--- src/rtl/txc_pkg.sv ---
package txc_pkg;

   // Binary state code, 4 bits. Codes 10..15 are unused and recover to idle.
   typedef enum logic [3:0] {
      ST_IDLE     = 4'd0,
      ST_ARM_FWD  = 4'd1,
      ST_FWD      = 4'd2,
      ST_ARM_REW  = 4'd3,
      ST_REW      = 4'd4,
      ST_ARM_PLAY = 4'd5,
      ST_PLAY     = 4'd6,
      ST_ARM_REC  = 4'd7,
      ST_REC      = 4'd8,
      ST_PAUSED   = 4'd9
   } txc_state_e;

   localparam int unsigned STATE_W = $bits(txc_state_e);

   // Request slots. The lowest index has the highest priority.
   localparam int unsigned NUM_REQ   = 6;
   localparam int unsigned REQ_STOP  = 0;
   localparam int unsigned REQ_REC   = 1;
   localparam int unsigned REQ_PLAY  = 2;
   localparam int unsigned REQ_FWD   = 3;
   localparam int unsigned REQ_REW   = 4;
   localparam int unsigned REQ_PAUSE = 5;

   typedef struct packed {
      logic stop;
      logic pause;
      logic fwd;
      logic rew;
      logic play;
      logic rec;
   } txc_cmd_t;

   localparam int unsigned NUM_CMD = $bits(txc_cmd_t);

endpackage

--- src/rtl/txc_prio_pick.sv ---
module txc_prio_pick #(
   parameter int unsigned N = 6
) (
   input  logic [N-1:0] req,
   output logic [N-1:0] gnt
);

   if (N < 2) begin : g_bad_width
      $error("txc_prio_pick: N must be at least 2");
   end

   // Grant goes to the lowest set index.
   always_comb begin
      logic taken;
      taken = 1'b0;
      gnt   = '0;
      for (int i = 0; i < int'(N); i++) begin
         if (req[i] && !taken) begin
            gnt[i] = 1'b1;
            taken  = 1'b1;
         end
      end
   end

endmodule

--- src/rtl/txc_next_state.sv ---
module txc_next_state
   import txc_pkg::*;
(
   input  txc_state_e           cur,
   input  logic [NUM_REQ-1:0]   gnt,
   input  logic                 btn_forward,
   input  logic                 btn_rewind,
   input  logic                 btn_play,
   input  logic                 btn_record,
   output txc_state_e           nxt
);

   always_comb begin
      nxt = cur;
      if (gnt[REQ_STOP]) begin
         nxt = ST_IDLE;
      end else begin
         case (cur)
            ST_IDLE: begin
               if      (gnt[REQ_REC])  nxt = ST_ARM_REC;
               else if (gnt[REQ_PLAY]) nxt = ST_ARM_PLAY;
               else if (gnt[REQ_FWD])  nxt = ST_ARM_FWD;
               else if (gnt[REQ_REW])  nxt = ST_ARM_REW;
               else                    nxt = ST_IDLE;
            end
            ST_ARM_FWD:  if (!btn_forward)              nxt = ST_FWD;
            ST_ARM_REW:  if (!btn_rewind)               nxt = ST_REW;
            ST_ARM_PLAY: if (!btn_play)                 nxt = ST_PLAY;
            ST_ARM_REC:  if (!btn_record && !btn_play)  nxt = ST_REC;
            ST_FWD, ST_REW, ST_REC: nxt = cur;
            ST_PLAY:     if (gnt[REQ_PAUSE])            nxt = ST_PAUSED;
            ST_PAUSED:   if (gnt[REQ_PAUSE])            nxt = ST_PLAY;
            default:     nxt = ST_IDLE;
         endcase
      end
   end

endmodule

--- src/rtl/txc_cmd_decode.sv ---
module txc_cmd_decode
   import txc_pkg::*;
(
   input  txc_state_e cur,
   output txc_cmd_t   cmd
);

   always_comb begin
      cmd = '0;
      case (cur)
         ST_FWD:    cmd.fwd   = 1'b1;
         ST_REW:    cmd.rew   = 1'b1;
         ST_PLAY:   cmd.play  = 1'b1;
         ST_REC:    cmd.rec   = 1'b1;
         ST_PAUSED: cmd.pause = 1'b1;
         default:   cmd.stop  = 1'b1;
      endcase
   end

endmodule

--- src/rtl/tape_xport_ctrl.sv ---
module tape_xport_ctrl
   import txc_pkg::*;
#(
   parameter bit ASYNC_RST = 1'b1
) (
   input  logic clk,
   input  logic rst_n,
   input  logic btn_stop,
   input  logic btn_pause,
   input  logic btn_forward,
   input  logic btn_rewind,
   input  logic btn_play,
   input  logic btn_record,
   output logic drv_stop,
   output logic drv_pause,
   output logic drv_forward,
   output logic drv_rewind,
   output logic drv_play,
   output logic drv_record
);

   if (STATE_W != 4) begin : g_bad_state_w
      $error("tape_xport_ctrl: state code must be 4 bits");
   end
   if (NUM_CMD != NUM_REQ) begin : g_bad_counts
      $error("tape_xport_ctrl: command and request counts differ");
   end

   txc_state_e         state_q;
   txc_state_e         state_d;
   logic               pause_q;
   logic               pause_rise;
   logic [NUM_REQ-1:0] req;
   logic [NUM_REQ-1:0] gnt;
   txc_cmd_t           cmd;

   assign pause_rise = btn_pause && !pause_q;

   always_comb begin
      req            = '0;
      req[REQ_STOP]  = btn_stop;
      req[REQ_REC]   = btn_record && btn_play;
      req[REQ_PLAY]  = btn_play;
      req[REQ_FWD]   = btn_forward;
      req[REQ_REW]   = btn_rewind;
      req[REQ_PAUSE] = pause_rise;
   end

   txc_prio_pick #(.N(NUM_REQ)) u_pick (
      .req (req),
      .gnt (gnt)
   );

   txc_next_state u_next (
      .cur         (state_q),
      .gnt         (gnt),
      .btn_forward (btn_forward),
      .btn_rewind  (btn_rewind),
      .btn_play    (btn_play),
      .btn_record  (btn_record),
      .nxt         (state_d)
   );

   if (ASYNC_RST) begin : g_async
      always_ff @(posedge clk or negedge rst_n) begin
         if (!rst_n) begin
            state_q <= ST_IDLE;
            pause_q <= 1'b0;
         end else begin
            state_q <= state_d;
            pause_q <= btn_pause;
         end
      end
   end else begin : g_sync
      always_ff @(posedge clk) begin
         if (!rst_n) begin
            state_q <= ST_IDLE;
            pause_q <= 1'b0;
         end else begin
            state_q <= state_d;
            pause_q <= btn_pause;
         end
      end
   end

   txc_cmd_decode u_dec (
      .cur (state_q),
      .cmd (cmd)
   );

   assign drv_stop    = cmd.stop;
   assign drv_pause   = cmd.pause;
   assign drv_forward = cmd.fwd;
   assign drv_rewind  = cmd.rew;
   assign drv_play    = cmd.play;
   assign drv_record  = cmd.rec;

endmodule

--- config.mk ---
export PLATFORM = sky130hd
export DESIGN_NAME = tape_xport_ctrl
export DESIGN_NICKNAME = d
export VERILOG_FILES = /design/src/rtl/txc_pkg.sv /design/src/rtl/txc_prio_pick.sv /design/src/rtl/txc_next_state.sv /design/src/rtl/txc_cmd_decode.sv /design/src/rtl/tape_xport_ctrl.sv
export SDC_FILE = /design/constraint.sdc
export NUM_CORES = 1
export LEC_CHECK = 0
export BUFFER_PORTS_ARGS = -buffer_cell sky130_fd_sc_hd__buf_4
export CAP_MARGIN = 20
export CORE_AREA = 2 2 39 41
export DETAILED_ROUTE_END_ITERATION = 10
export DIE_AREA = 0 0 41 43
export HOLD_SLACK_MARGIN = 0.06
export SLEW_MARGIN = 20
export SYNTH_ARGS = -nofsm -noshare
export SYNTH_HDL_FRONTEND = slang
export SYNTH_HIERARCHICAL = 1
export SYNTH_SLANG_ARGS = --single-unit
--- constraint.sdc ---
create_clock -name clk -period 3.8 [get_ports clk]
set_clock_uncertainty 0.15 [all_clocks]
set_input_delay 0.38 -clock clk [delete_from_list [all_inputs] [get_ports clk]]
set_output_delay 0.38 -clock clk [all_outputs]
set_load 0.02 [all_outputs]
# [Word level (Yosys, flattened, before mapping)]
# Cells that the tools add are included.
[totals] reg_bits=5 in_bits=8 output_inout_bits=6
[classes] n_eq_ne=16 n_mux=28 n_reduce_logical=20
[ops] op="4-bit two-way mux" n=10
[ops] op="4-bit one-hot mux with 8 select lines" n=1
[ops] op="4-bit by 3-bit equality test with 1-bit output (second input constant)" n=4
[ops] op="1-bit two-way mux" n=16
[ops] op="3-bit != test (second input constant)" n=5
[ops] op="4-bit by 2-bit equality test with 1-bit output (second input constant)" n=2
[ops] op="4-bit equality test (second input constant)" n=2
[ops] op="1-bit logical AND" n=8
[ops] op="1-bit logical NOT" n=8
[ops] op="7-bit AND reduction" n=1
[ops] op="5-bit OR reduction" n=1
[ops] op="4-bit by 1-bit equality test with 1-bit output (second input constant)" n=1
[ops] op="4-bit logical NOT" n=1
[ops] op="3-bit by 2-bit != test with 1-bit output (second input constant)" n=1
[ops] op="3-bit OR reduction" n=1
[ops] op="2-bit two-way mux" n=1
[ops] op="2-bit != test (second input constant)" n=1

# [Longest topological paths before layout]
# Gate-level depths: netlist (run 1).
[depth] ltp_word=19 depth_mapped=7 mapped_depth_nobuf=7

# [Cells and area by module]
# Netlist (run 1), hierarchy kept.
[by_module_without_submodules] module="txc_next_state" instances=1 cells_each=41 area_per_inst_um2=255.2 seq_area_each_um2=0.0
[by_module_without_submodules] module="tape_xport_ctrl" instances=1 cells_each=7 area_per_inst_um2=145.1 seq_area_each_um2=125.1
[by_module_without_submodules] module="txc_cmd_decode" instances=1 cells_each=8 area_per_inst_um2=57.6 seq_area_each_um2=0.0
[by_module_without_submodules] module="txc_prio_pick" instances=1 cells_each=7 area_per_inst_um2=57.6 seq_area_each_um2=0.0

# [Worst setup path before layout (run 1)]
# No wires, ideal clock.
[synth_timing] path_kind="reg-to-output" startpoint="register state_q[1]" endpoint="output drv_record" arrival_ns=1.267 required_ns=3.270 setup_slack_ns=2.003 path_stages_with_launch=2 n_path_buf=0 path_cell_list="dfrtp_1 > nor4b_1"
[synth_via] elab_chain_cells=2
[synth_lines] item="start: declaration" line_no="tape_xport_ctrl.sv:29" source="txc_state_e state_q;"
[synth_lines] item="start signal: assignment" line_no="tape_xport_ctrl.sv:70" source="state_q <= state_d;"
[synth_lines] item="4-bit equality test" line_no="txc_cmd_decode.sv:10" source="case (cur)"
[synth_lines] item="1-bit two-way mux" line_no="txc_cmd_decode.sv:10"
[synth_lines] item="end: declaration" line_no="tape_xport_ctrl.sv:19" source="output logic drv_record"
# No other way between the ends.

# [Worst setup path in the final report (run 1)]
[layout_timing] startpoint="register state_q[2]" endpoint="output drv_stop"
[layout_via] elab_chain_cells=3 word_cells_on_any_way=7
[layout_lines] item="4-bit by 2-bit equality test with 1-bit output (tied with other cells)" line_no="txc_cmd_decode.sv:10"
[layout_lines] item="5-bit OR reduction (no line) (*)"
[layout_lines] item="1-bit two-way mux (*)" line_no="txc_cmd_decode.sv:10"
[layout_lines] item="end: declaration" line_no="tape_xport_ctrl.sv:14" source="output logic drv_stop,"
# Every way passes the cells marked *; elsewhere a longest branch is shown, timed or not.

==> results of run 1 <==
## stage by stage
stage,std cells,worst slack (ns),util (%)
global placement,89,1.72,43.9
finish,94,1.93,46.5
global route,94,1.76,46.5
floorplan,63,2.00,-
detailed placement,89,1.71,43.9
CTS,94,1.92,46.5
## logic make-up (layout without fill, tap and decap cells)
group | Yosys count | after routing
simple gates | 35 | 35
flops | 5 | 5
compound gates | 14 | 14
mux | 3 | 3
buf+inv | 6 | 21
## power by group through the flow
stage / registers, mW / clock network [mW] / logic, mW
2_1_floorplan: 0.0696 / 0 / 0.0716
6_report: 0.0801 / 0.0582 / 0.0880
5_1_grt: 0.0828 / 0.0638 / 0.0987
3_3_place_gp: 0.0808 / 0 / 0.0857
3_5_place_dp: 0.0808 / 0 / 0.0860
4_1_cts: 0.0800 / 0.0597 / 0.0873
## worst max-delay path, cell delays in order (launching register included)
cell	delay, ns
dfrtp_1	0.52
nor2_1	0.22
mux2i_1	0.20
buf_4	0.16
## flip-flops by register name (all words and copies together), names as in the netlist
name     count
pause_q      1
state_q      4
## synthesized netlist by cell type (2+ instances only)
master / count / share of area [%]
nand3_1: 3 / 2.9
nor2_1: 9 / 6.6
and2_1: 2 / 2.4
mux2i_1: 2 / 3.9
inv_1: 3 / 2.2
nor4b_1: 4 / 6.8
nand2_1: 3 / 2.2
a31oi_1: 4 / 4.9
o21ai_0: 2 / 1.9
dfrtp_1: 5 / 24
a21oi_1: 2 / 1.9
buf_4: 2 / 2.9
## area by class of cell
cell class                      instances  area share [%]
Clock buffer                            4            4.09
Inverter                                3            1.75
Multi-Input combinational cell         52            54.9
Sequential cell                         5            19.5
Tap cell                               16            3.11
Timing Repair Buffer                   14            16.7
## worst min path at each step
stage	cells past startpoint	end	start
finish	1	pause_q	btn_pause
global route	1	pause_q	btn_pause
CTS	1	pause_q	btn_pause
detailed placement	1	pause_q	rst_n
global placement	1	state_q[2]	rst_n
floorplan	0	pause_q	rst_n
## metal layers
layer / vias up / share of wire (%) / global-route usage, %
met5: - / 0 / 0
li1: 270 / - / -
met3: 0 / 3.5 / 1.57
met4: 0 / 0 / 4.00
met1: 253 / 47 / 23.1
met2: 13 / 49 / 24.1
==> results.cfg, run 1 <==
[run_status]
outcome = finished, final reports clean

[power]
pwr-share-seq_pct = 35.4
p_leak_nw = 0.284
p_comb_share_pct = 38.9
power_mw = 0.226
p_sw_mw = 0.0842
ir_worst_vdd_mv = 0.188
p_int_mw = 0.142
clock_power_share_pct = 25.7
swShare_pct = 37.2
power.density_nw_per_um2 = 352

[die]
coreArea_um2 = 1380
io-pin-count = 14
die_h_um = 43
die_x_um = 41
die_area_um2 = 1760
initial_core_util_pct = 37.3
rows = 14

[clock_tree]
clock_path_buffers = 2
cts_resized = 0
post-cts-setup-buffers = 0
cts-root-buf = clkbuf_4
cts_buffers = 3
clkSlewWorstSetupHoldPaths_ns = 0.04
cts_tree = done
htreeDepth = 1
clk-insertion-delay-late_ns = 0.23
cts.sinks = 5
cts_hold_buf = 1

[worst_setup_path]
critPathCaptureType = output pin
worstPathArrival_ns = 1.34
worstSetupStartpoint = state_q[2]
critical_path_class = reg -> out
cp.required_ns = 3.27
r2r-end = state_q[0]
cp_max_fo = 14
rr_worst_depth = 6
worstReg2RegStart = pause_q
start_kind = flop
reg2reg_setup_slack_ns = 2.18
worstSetupEndpoint = drv_stop

[synth]
muxShareOfSynthArea_pct = 6.07
synth_top_family_by_area = simple AND/OR/NAND/NOR gates
synthSimpleGateAreaFrac_pct = 44.4
async_flop_share_pct = 100
synth-xor-area-share_pct = 0
syn_nets = 71
synth-edff-count = 0
synth_compound_area_share_pct = 18.0
ys_seq_elements = 5
ys.flop_type = dfrtp_1
synthCells = 63
syn_area_um2 = 515
synth_cell_types = 34
synth.yosys.seq_area_share_pct = 24.3
ys_warn_count = 6
yosys.area_share.adder_pct = 0
syn_avg_cell_area_um2 = 8.18

[grt]
grt_pass1_vias = 466
grt_pass1_wl_um = 2010
grt.total_usage_pct = 15.8
antenna_found_initial = 0
grt_max_degree = 16
grt_overflow_total = 0

[place]
place.gp.congestion = 0.783
hpwl_um = 848
place_area_um2 = 607
io_buffers = 13

[layout]
nNetsFinal = 87
syn_to_final_growth_pct = 24.8
num_antenna_cells = 0
multi_input_area_um2 = 353
design_area_um2 = 643
layout_commonest_cell = buf_4
drive_above_1_share_pct = 28.2
regArea_um2 = 125
final_cell_mix = 13 x buf_4, 9 x nor2_1, 5 x dfrtp_1
layout.filler_cells = 131

[route]
vias_per_cell = 5.70
routed_wl_um = 1170
routedWlPerCell_um = 12.5
ant_nets = 0
via_count = 536
drc = 0
drt-initial-drc-count = 15
first_pass_iters = 4

[sta]
period_share_pct = 49.2
relSlewSlack_pct = 71.8
tightest_slew_ns = 0.423
min_period_ns = 1.87
report.final.slew_viol_count = 0
holdWs_ns = 0.114
grt_setup_unrepaired = false
finalSetupViolations = 0
setup_tns_ns = 0
max_freq_mhz = 535
hold_viol_final = 0

[run]
cap_violations = 0

[hold_path]
hp-class = in -> reg
No activity file was read; power rests on OpenSTA's default activity.
==> inputs of run 2 (changes only) <==
clock period = 1.8 ns   (was 3.8 ns; I/O delays follow)
==> run 2 against run 1 <==
Net effect:
- combinational power rose by 120%
- largest power group unchanged
- cell area rose by 11%
- critical endpoint is now drv_forward
- count of clock-buffer cells in the layout did not move
- largest cell class unchanged
==> results.cfg, run 2 (same netlist as run 1, synthesis figures left out) <==
[run_status]
outcome = finished, final reports clean

[layout]
syn_to_final_growth_pct = 37.9
nNetsFinal = 95
num_antenna_cells = 0
final_cell_mix = 19 x buf_4, 8 x nor2_1, 5 x dfrtp_1
layout_commonest_cell = buf_4
drive_above_1_share_pct = 33.7
top_regs = state_q: 4 flops, pause_q: 1 flops
regMostFlops = state_q
largest_reg_flops = 4
finalNonFillerCells = 102
layout.filler_cells = 135

[worst_setup_path]
worstSetupStartpoint = state_q[0]
path_buf_inv = 1
critPathCaptureType = output pin
cp_max_fo = 14
cp.required_ns = 1.47
slowest_stage = dfrtp_1
cp_top_family = flip-flops
crit_path_cell_trace = nor4b_1 -> buf_4
rr_worst_depth = 6
worstReg2RegStart = pause_q
start_kind = flop
worstPathArrival_ns = 1.32
r2r-end = state_q[0]
reg2reg_setup_slack_ns = 0.22
critical_path_class = reg -> out
critPathMaxStageDelay_ns = 0.53

[route]
drc = 0
first_pass_iters = 4
routedWlPerCell_um = 11.7
vias_per_cell = 5.52
routed_wl_um = 1200
via_count = 563
ant_nets = 0
drt-initial-drc-count = 14

[die]
io-pin-count = 14
coreArea_um2 = 1380
initial_core_util_pct = 37.3
die_x_um = 41
rows = 14
die_h_um = 43
die_area_um2 = 1760

[power]
clock_power_share_pct = 25.5
p_leak_nw = 0.324
p_sw_mw = 0.183
pwr-share-seq_pct = 34.8
ir_worst_vdd_mv = 0.246
p_comb_share_pct = 39.7
p_int_mw = 0.311
swShare_pct = 37.1
power.density_nw_per_um2 = 695

[sta]
report.final.slew_viol_count = 0
relSlewSlack_pct = 70.8
hold_viol_final = 0
grt_setup_unrepaired = false
min_period_ns = 1.65
period_share_pct = 91.8
finalSetupViolations = 0
holdWs_ns = 0.122
finalWorstSetupSlack_ns = 0.147
setup_tns_ns = 0
max_freq_mhz = 605
tightest_slew_ns = 0.438

[place]
place_ws_ns = -0.0641
place.gp.congestion = 0.845
hpwl_um = 877
dp.cells = 95
io_buffers = 13

[clock_tree]
cts-root-buf = clkbuf_4
cts_tree = done
cts.sinks = 5
cts_buffers = 3
htreeDepth = 1
clk-insertion-delay-late_ns = 0.23
clock_path_buffers = 2
clkSlewWorstSetupHoldPaths_ns = 0.05

[grt]
grt_overflow_total = 0
grt_pass1_vias = 463
antenna_found_initial = 0
grt_pass1_wl_um = 1860
grt_max_degree = 15
grt.total_usage_pct = 15.3

[run]
cap_violations = 0

[hold_path]
hp-class = in -> async
## run 2: what timing repair did
action,in CTS,in global routing
hold buffers,3,0
hold endpoints to repair,7,0
setup endpoints to repair,0,1
buffers inserted,0,0
gates resized for setup,0,1
## run 2: layout make-up
class	count	area [um2]	area share (%)
clock buffers	4	26.3	3.70
inverters	3	11.3	1.58
multi-input cells	52	355	50.0
flip-flops and latches	5	125	17.6
well taps	16	20.0	2.82
repair buffers	22	173	24.3
## run 2: worst max-delay path by stage
stage | slack, ns | end | depth (start not counted)
CTS | 0.14 | drv_stop | 3
global placement | -0.04 | state_q[1] | 7
floorplan | 0.20 | drv_record | 1
finish | 0.15 | drv_forward | 2
detailed placement | -0.06 | state_q[1] | 7
global route | 0.04 | drv_stop | 3
## run 2: power groups by stage
stage | Combinational [mW] | Clock, mW | Sequential, mW
final | 0.196 | 0.126 | 0.172
after global routing | 0.217 | 0.137 | 0.176
after CTS | 0.195 | 0.129 | 0.169
after detailed placement | 0.189 | 0 | 0.170
after global placement | 0.189 | 0 | 0.172
after floorplan | 0.151 | 0 | 0.147
## run 2: layer usage
metal	global-route usage (%)	vias to the layer above	routed length (um)
met3	3.14	0	66
li1	-	282	-
met1	20.3	263	500
met5	0	-	0
met4	4.00	0	0
met2	24.1	18	630
## run 2: per-stage QoR
stage | instance area (um2) | util [%] | power [mW]
floorplan | 515 | - | 0.298
global placement | 652 | 47.1 | 0.361
detailed placement | 652 | 47.1 | 0.360
CTS | 708 | 51.2 | 0.493
global route | 711 | 51.4 | 0.529
finish | 711 | 51.4 | 0.494
